$ cat config.mk
export PLATFORM = sky130hd
export DESIGN_NAME = odt_policy_ctrl
export DESIGN_NICKNAME = d
export VERILOG_FILES = /design/src/rtl/odt_pkg.sv /design/src/rtl/odt_pol_decode.sv /design/src/rtl/odt_cfg_check.sv /design/src/rtl/odt_window_track.sv /design/src/rtl/odt_policy_ctrl.sv
export SDC_FILE = /design/constraint.sdc
export NUM_CORES = 1
export LEC_CHECK = 0
export BUFFER_PORTS_ARGS = -buffer_cell sky130_fd_sc_hd__buf_2
export CAP_MARGIN = 30
export CELL_PAD_IN_SITES_DETAIL_PLACEMENT = 0
export CELL_PAD_IN_SITES_GLOBAL_PLACEMENT = 1
export CORE_AREA = 2 2 82 60
export DETAILED_ROUTE_END_ITERATION = 6
export DIE_AREA = 0 0 84 62
export PLACE_DENSITY = 0.89
export SLEW_MARGIN = 20
export SYNTH_ARGS = -nofsm -noshare
export SYNTH_HDL_FRONTEND = slang
export SYNTH_SLANG_ARGS = --single-unit
$ cat constraint.sdc
create_clock -name clk -period 3 [get_ports clk]
set_input_delay 0 -clock clk [delete_from_list [all_inputs] [get_ports clk]]
set_output_delay 0 -clock clk [all_outputs]
set_load 0.005 [all_outputs]
$ cat src/rtl/odt_pkg.sv
package odt_pkg;

    localparam logic [2:0] POL_NONE   = 3'd0;
    localparam logic [2:0] POL_SELF   = 3'd1;
    localparam logic [2:0] POL_OTHERS = 3'd2;
    localparam logic [2:0] POL_XMOD   = 3'd3;
    localparam logic [2:0] POL_ALL    = 3'd4;

    localparam int MIN_LAT = 3;

    // Decide whether one line terminates for a given target.
    function automatic logic pol_hit(input logic [2:0] code, input int line,
                                     input int tgt, input int per_mod);
        logic hit;
        case (code)
            POL_SELF:   hit = (line == tgt);
            POL_OTHERS: hit = (line != tgt);
            POL_XMOD:   hit = ((line / per_mod) != (tgt / per_mod));
            POL_ALL:    hit = 1'b1;
            default:    hit = 1'b0;
        endcase
        return hit;
    endfunction

endpackage

$ cat src/rtl/odt_pol_decode.sv
module odt_pol_decode #(
    parameter int NUM_CS  = 4,
    parameter int PER_MOD = 2
) (
    input  logic                      cmd_is_wr,
    input  logic [$clog2(NUM_CS)-1:0] cmd_cs,
    input  logic [3*NUM_CS-1:0]       rd_policy,
    input  logic [3*NUM_CS-1:0]       wr_policy,
    output logic [NUM_CS-1:0]         hit_pat
);
    for (genvar i = 0; i < NUM_CS; i++) begin : g_line
        logic [2:0] code;
        assign code       = cmd_is_wr ? wr_policy[3*i +: 3] : rd_policy[3*i +: 3];
        assign hit_pat[i] = odt_pkg::pol_hit(code, i, int'(cmd_cs), PER_MOD);
    end
endmodule

$ cat src/rtl/odt_cfg_check.sv
module odt_cfg_check #(
    parameter int NUM_CS = 4,
    parameter int LAT_W  = 4
) (
    input  logic                  clk,
    input  logic                  rst_n,
    input  logic [3*NUM_CS-1:0]   rd_policy,
    input  logic [3*NUM_CS-1:0]   wr_policy,
    input  logic [LAT_W-1:0]      rd_latency,
    input  logic [LAT_W-1:0]      wr_latency,
    output logic                  cfg_err
);
    logic err_d, err_q;
    logic rd_short, wr_short;

    always_comb begin
        rd_short = (rd_latency < LAT_W'(odt_pkg::MIN_LAT));
        wr_short = (wr_latency < LAT_W'(odt_pkg::MIN_LAT));
        err_d    = 1'b0;
        for (int i = 0; i < NUM_CS; i++) begin
            if (rd_short && (rd_policy[3*i +: 3] != 3'd0)) err_d = 1'b1;
            if (wr_short && (wr_policy[3*i +: 3] != 3'd0)) err_d = 1'b1;
        end
    end

    always_ff @(posedge clk) begin
        if (!rst_n) err_q <= 1'b0;
        else        err_q <= err_d;
    end

    assign cfg_err = err_q;
endmodule

$ cat src/rtl/odt_window_track.sv
module odt_window_track #(
    parameter int NUM_CS = 4,
    parameter int DLY_W  = 4,
    parameter int WIN_W  = 4
) (
    input  logic              clk,
    input  logic              rst_n,
    input  logic              load,
    input  logic [NUM_CS-1:0] new_pat,
    input  logic [DLY_W-1:0]  delay,
    input  logic [WIN_W-1:0]  window,
    output logic [NUM_CS-1:0] odt
);
    localparam int CNT_W = ((DLY_W > WIN_W) ? DLY_W : WIN_W) + 1;

    typedef struct packed {
        logic [CNT_W-1:0]  start;  // cycles until lines go high
        logic [CNT_W-1:0]  stop;   // cycles until lines go low
        logic [NUM_CS-1:0] pat;
    } trk_t;

    trk_t st_d, st_q;
    logic [CNT_W-1:0] start_dec, stop_dec, new_start, new_stop;

    always_comb begin
        start_dec = (st_q.start != '0) ? st_q.start - 1'b1 : '0;
        stop_dec  = (st_q.stop  != '0) ? st_q.stop  - 1'b1 : '0;
        new_start = CNT_W'(delay);
        new_stop  = CNT_W'(delay) + CNT_W'(window);
        st_d.start = start_dec;
        st_d.stop  = stop_dec;
        st_d.pat   = (stop_dec == '0) ? '0 : st_q.pat;
        if (load && (window != '0) && (new_pat != '0)) begin
            if (stop_dec == '0) begin
                st_d.start = new_start;
                st_d.stop  = new_stop;
                st_d.pat   = new_pat;
            end else begin
                st_d.start = (new_start < start_dec) ? new_start : start_dec;
                st_d.stop  = (new_stop  > stop_dec)  ? new_stop  : stop_dec;
                st_d.pat   = st_q.pat | new_pat;
            end
        end
    end

    always_ff @(posedge clk) begin
        if (!rst_n) st_q <= '0;
        else        st_q <= st_d;
    end

    assign odt = ((st_q.stop != '0) && (st_q.start == '0)) ? st_q.pat : '0;
endmodule

$ cat src/rtl/odt_policy_ctrl.sv
module odt_policy_ctrl #(
    parameter int NUM_CS  = 4,
    parameter int PER_MOD = 2,
    parameter int DLY_W   = 4,
    parameter int WIN_W   = 4,
    parameter int LAT_W   = 4
) (
    input  logic                      clk,
    input  logic                      rst_n,
    input  logic                      cmd_valid,
    input  logic                      cmd_is_wr,
    input  logic [$clog2(NUM_CS)-1:0] cmd_cs,
    input  logic [3*NUM_CS-1:0]       rd_policy,
    input  logic [3*NUM_CS-1:0]       wr_policy,
    input  logic [LAT_W-1:0]          rd_latency,
    input  logic [LAT_W-1:0]          wr_latency,
    input  logic [DLY_W-1:0]          odt_delay,
    input  logic [WIN_W-1:0]          odt_window,
    output logic [NUM_CS-1:0]         odt_out,
    output logic                      cfg_err
);
    logic [NUM_CS-1:0] hit_pat;

    odt_pol_decode #(.NUM_CS(NUM_CS), .PER_MOD(PER_MOD)) u_decode (
        .cmd_is_wr (cmd_is_wr),
        .cmd_cs    (cmd_cs),
        .rd_policy (rd_policy),
        .wr_policy (wr_policy),
        .hit_pat   (hit_pat)
    );

    odt_window_track #(.NUM_CS(NUM_CS), .DLY_W(DLY_W), .WIN_W(WIN_W)) u_track (
        .clk     (clk),
        .rst_n   (rst_n),
        .load    (cmd_valid),
        .new_pat (hit_pat),
        .delay   (odt_delay),
        .window  (odt_window),
        .odt     (odt_out)
    );

    odt_cfg_check #(.NUM_CS(NUM_CS), .LAT_W(LAT_W)) u_cfg (
        .clk        (clk),
        .rst_n      (rst_n),
        .rd_policy  (rd_policy),
        .wr_policy  (wr_policy),
        .rd_latency (rd_latency),
        .wr_latency (wr_latency),
        .cfg_err    (cfg_err)
    );
endmodule

-- Word-level counts from Yosys, hierarchy flattened
Cells that the tools add are included.
- bits in registers: 15
- input port bits: 46
- logic and storage cells: 87
- add/sub/neg operators: 3
- $lt $le $gt $ge: 4
- equality and inequality tests: 22
- multiplexer cells: 24
- bitwise operators: 2
- reduce and logical (&&, ||, !) cells: 28
- operators by type and width (cell ; count):
    14-bit two-way mux ; 2
    3-bit by 2-bit == test with 1-bit output, second input constant ; 8
    3-bit nonzero test ; 8
    5-bit two-way mux ; 4
    1-bit one-hot mux with 4 select lines ; 4
    3-bit by 1-bit == test with 1-bit output, second input constant ; 4
    3-bit == test, second input constant ; 4
    3-bit two-way mux ; 4
    1-bit logical AND ; 11
    5-bit zero test ; 2
    5-bit nonzero test ; 2
    5-bit by 1-bit subtractor with 5-bit output, second input constant ; 2
    4-bit by 2-bit less-than comparator with 1-bit output, second input constant ; 2
    1-bit two-way mux ; 8
    4-bit two-way mux ; 2
    4-bit nonzero test ; 2
    4-bit by 4-bit adder with 5-bit output ; 1
    5-bit greater-than comparator ; 1
    4-bit by 5-bit less-than comparator with 1-bit output ; 1
    2-bit == test, first input constant ; 2
    2-bit != test, first input constant ; 2
    4-bit bitwise OR ; 1
    2-bit nonzero test ; 2
    1-bit by 2-bit == test with 1-bit output, first input constant ; 1
    other kinds (3) ; 3

-- Depth between registers and ports, before layout
- depth after elaboration: 10
- mapped depth: 12
- gate-level depth less buffers: 12

-- Hierarchy
Synthesis repeated with hierarchy kept, for this count alone.
- cells, all modules: 182
- area, all modules: 1575.3 µm²
- modules (own cells, without submodules) (module ; instances ; cells each ; area an instance (µm²) ; sequential area each (µm²)):
    odt_window_track ; 1 ; 132 ; 1151.1 ; 280.3
    odt_pol_decode ; 1 ; 35 ; 324.1 ; 0.0
    odt_cfg_check ; 1 ; 15 ; 100.1 ; 20.0

-- Least setup slack after synthesis
Ideal clock, no wire load.
- kind: reg2reg
- start point: register u_track.st_q[9] (netlist name)
- end point: register u_track.st_q[10] (netlist name)
- setup time: 0.072 ns
- data arrival time: 2.547 ns
- required time: 2.928 ns
- setup slack: 0.382 ns
- stages on the path, launching flop included: 12
- path buffers: 0
- period minus slack after synthesis: 2.618 ns
- path through: dfxtp_1 > inv_1 > ha_1 > nor4b_1 > nand2b_1 > ha_1 > a21o_1 > a21oi_1 > o21ai_0 > a31o_2 > a21oi_2 > mux2i_1
- longest elaborated chain between the ends: 6
- ends and longest elaborated chain (element ; line ; RTL):
    start, declared ; odt_window_track.sv:22 ; trk_t st_d, st_q;
    start signal, assigned ; odt_window_track.sv:48 ; else st_q <= st_d;
    5-bit by 1-bit subtractor with 5-bit output or 5-bit nonzero test (tied branches) ; odt_window_track.sv:26 ; start_dec = (st_q.start != '0) ? st_q.start - 1'b1 : '0;
    5-bit two-way mux (*) ; odt_window_track.sv:26 ;
    4-bit by 5-bit less-than comparator with 1-bit output ; odt_window_track.sv:39 ; st_d.start = (new_start < start_dec) ? new_start : start_dec;
    5-bit two-way mux ; odt_window_track.sv:39 ;
    14-bit two-way mux ; odt_window_track.sv:34 ; if (stop_dec == '0) begin
    14-bit two-way mux (*) ; odt_window_track.sv:33 ; if (load && (window != '0) && (new_pat != '0)) begin
Every way passes the cells marked *; elsewhere a longest branch is shown, timed or not.
A chain may end at the register's enable or synchronous reset.

-- Worst setup path in the final report
- start point: register u_track.st_q[4] (netlist name)
- end point: register u_track.st_q[7] (netlist name)
- longest elaborated chain between the ends: 6
- ends and longest elaborated chain (element ; line ; RTL):
    5-bit by 1-bit subtractor with 5-bit output or 5-bit nonzero test (tied branches) ; odt_window_track.sv:27 ; stop_dec = (st_q.stop != '0) ? st_q.stop - 1'b1 : '0;
    5-bit two-way mux (*) ; odt_window_track.sv:27 ;
    5-bit greater-than comparator ; odt_window_track.sv:40 ; st_d.stop = (new_stop > stop_dec) ? new_stop : stop_dec;
    5-bit two-way mux ; odt_window_track.sv:40 ;
    14-bit two-way mux ; odt_window_track.sv:34 ;
    14-bit two-way mux (*) ; odt_window_track.sv:33 ;
Marked as above.

==> flow_summary.ini <==
[run_status]
status = finished clean

[power]
p_leak_nw = 0.886
powerDensity_nw_per_um2 = 720
vdd_drop_max_v = 0.000411

[detailed_routing]
drt-total-wl_um = 3940
avgRoutedWirePerCell_um = 12.9
via_count = 1576
drt_first_pass_iters = 4
via_per_inst = 5.17
initialDrtViolationCount = 57
drc_errors = 0
detail-route-antenna-nets = 0

[finish]
n_fill_cell = 459
utilization_pct = 42.7
layout_common_cells = 50 x buf_2, 28 x nand2_1, 15 x dfxtp_1
fin_nets = 310
layout_commonest_cell = buf_2
multi_input_area_sq_um = 1210
area_delta_synth_final_pct = 22.1
layout-drive-gt1-share_pct = 27.0
seq_area_sq_um = 300
num_antenna_cells = 0

[worst_setup_path]
r2r_setup_slack_ns = 0.35
cp_slowest_cell = a221oi_4
crit_arrival_ns = 2.82
slowest_delay_ns = 0.45
critical_path.top_delay_family = compound AO/OA/AOI/OAI gates
reg2reg_depth = 12
critical_path_class = reg2reg
crit_required_ns = 3.17
crit_cells = 12
critPathMaxFanout = 5
crit_path_end_kind = flop
critPathLaunchType = flop
cp_num_buf_inv = 3
cp_cell_sequence = inv_1 -> ha_1 -> nor4b_1 -> buf_4 -> nor2_1 -> inv_1 -> ha_1 -> nand2_1 -> o21ai_0 -> o211ai_1 -> a221oi_4 -> mux2i_1

[floorplan]
rows = 21
dieWidth_um = 84
start_util_pct = 35.0
io-pin-count = 51
die-area_sq_um = 5210
die_h_um = 62
coreArea_sq_um = 4550

[clock_network]
ctsHoldBuffers = 0
clock_latency_ns = 0.25
cts.clk_slew.worst_paths_ns = 0.06
cts_htree_levels = 1
cts_made_buffers = 3
clockRootBuffer = clkbuf_8
cts_buffer_depth = 2
cts_tree = built
postCtsSetupBuffers = 0
clock_sinks = 15

[yosys]
async_reset_ff_share_pct = 0
synth-seq-cells = 15
syn_area_sq_um = 1590
yosysSeqAreaShare_pct = 18.9
yosys_warnings = 0
synth_edf_count = 0
synth_flop_cell = dfxtp_1
syn_avg_cell_area_sq_um = 8.07
syn_inst = 197
yosysUniqueCellTypes = 50
syn_nets = 258

[place]
dp_slack_ns = 0.278
place_congestion = 0.791
place_hpwl_um = 3270
io_buffer_count = 50

[global_route]
grt.total_usage_pct = 15.5
grt_pass1_wl_um = 6500
grt_pass1_vias = 1426
gr-total-overflow = 0
grt_max_degree = 25
grt_util_met1_pct = 22.7
grt_antenna_before_repair = 0
met2_usage_pct = 24.1
grtUsageMet3_pct = 3.57
grt_busiest_layer = met2

[sta]
setup_viol = 0
maxSlewHeadroom_pct = 60.3
fin_tns_setup_ns = 0
min_period_ns = 2.65
rsz0062_at_grt = false
worst_clock_skew_ns = 0.00270
drv_slew = 0
fin_ws_ns = 0.352
tightest_slew_ns = 0.581
fin_crit_sh_pct = 88.3
timing_hold_violations_final = 0
fmax_mhz = 378

[worst_hold_path]
hold_class = in2reg
holdPathStages = 3

[job]
max_cap_viol_count = 0
-- per-layer routing --
layer,share of wire (%),up-vias,wire length [um]
met5,0,-,0
met1,52,712,2040
met3,5.1,0,199
met2,43,36,1700
li1,-,828,-
met4,0,0,0
-- metrics by stage --
stage | total power, mW | instance area (sq um) | hold slack (ns) | instances
after global routing | 1.54 | 1940 | 0.0498 | 305
final | 1.40 | 1940 | 0.0285 | 305
after CTS | 1.39 | 1930 | 0.0312 | 305
after global placement | 1.22 | 1890 | 0.293 | 301
after detailed placement | 1.22 | 1890 | 0.299 | 301
after floorplan | 0.993 | 1590 | 0.142 | 197
-- synthesized netlist by cell type, types with 3 or more instances --
cell type | instances | area [sq um]
ha_1 | 14 | 175
nor4_1 | 4 | 25.0
dfxtp_1 | 15 | 300
nor4b_1 | 6 | 52.6
mux2i_1 | 11 | 110
nand2_1 | 28 | 105
a21oi_1 | 13 | 65.1
a211o_1 | 3 | 26.3
inv_1 | 12 | 45.0
nor3_1 | 4 | 20.0
o21ai_0 | 6 | 30.0
a21o_1 | 6 | 45.0
mux2_2 | 3 | 33.8
nor2_1 | 14 | 52.6
nand2b_1 | 4 | 25.0
and2_1 | 7 | 43.8
a41oi_1 | 3 | 26.3
nand3_1 | 3 | 15.0
xnor2_1 | 3 | 26.3
-- sequential cells by signal, indices dropped and copies added, names as in the netlist --
name and cells:
u_track.st_q 14, u_cfg.cfg_err 1
-- power by group --
group / switching [mW] / internal (mW) / total [mW]
clock: 0.0723 / 0.0919 / 0.164
combinational: 0.503 / 0.426 / 0.929
sequential: 0.0473 / 0.257 / 0.304
total: 0.622 / 0.775 / 1.40
-- kinds of logic (layout without fill, tap and decap cells) --
kind of cell             count (synthesis)  in the layout  share of synthesized area, %
AND/OR/NAND/NOR                         83             83                          28.6
AO/OA/AOI/OAI                           47             47                          22.3
buffers and inverters                   17             68                          5.20
adder cells (fa/ha/maj)                 15             15                          12.3
multiplexers                            15             15                          10.0
flip-flops                              15             15                          18.9
XOR/XNOR                                 5              5                          2.76
-- path summary, 6_finish.rpt --
| path | start | to |
|---|---|---|
| setup reg to reg | u_track.st_q[4]$_SDFF_PN0_ | u_track.st_q[7]$_SDFF_PN0_ |
| setup / recovery | u_track.st_q[4]$_SDFF_PN0_ | u_track.st_q[7]$_SDFF_PN0_ |
| hold / removal | odt_delay[0] | u_track.st_q[9]$_SDFF_PN0_ |
| hold reg to reg | u_track.st_q[3]$_SDFFE_PN0P_ | u_track.st_q[3]$_SDFFE_PN0P_ |
-- repair_timing --
action | in CTS | in global routing
hold endpoints to repair | 0 | 0
resized for setup | 0 | 1
endpoints found under the setup margin | 0 | 2
-- worst reg2reg max path, stage by stage (launching register included) --
cell      delay, ns
dfxtp_1        0.38
inv_1          0.06
ha_1           0.25
nor4b_1        0.16
buf_4          0.15
nor2_1         0.15
inv_1          0.06
ha_1           0.27
nand2_1        0.06
o21ai_0        0.16
o211ai_1       0.17
a221oi_4       0.45
mux2i_1        0.24
-- layout make-up --
type / instances / area share [%]
clock buffers: 3 / 2.13
well taps: 57 / 3.68
multi-input cells: 165 / 62.5
flip-flops and latches: 15 / 15.5
clock inverters: 1 / 0.258
inverters: 12 / 2.32
repair buffers: 52 / 13.7
(Power assumes the default switching activity.)
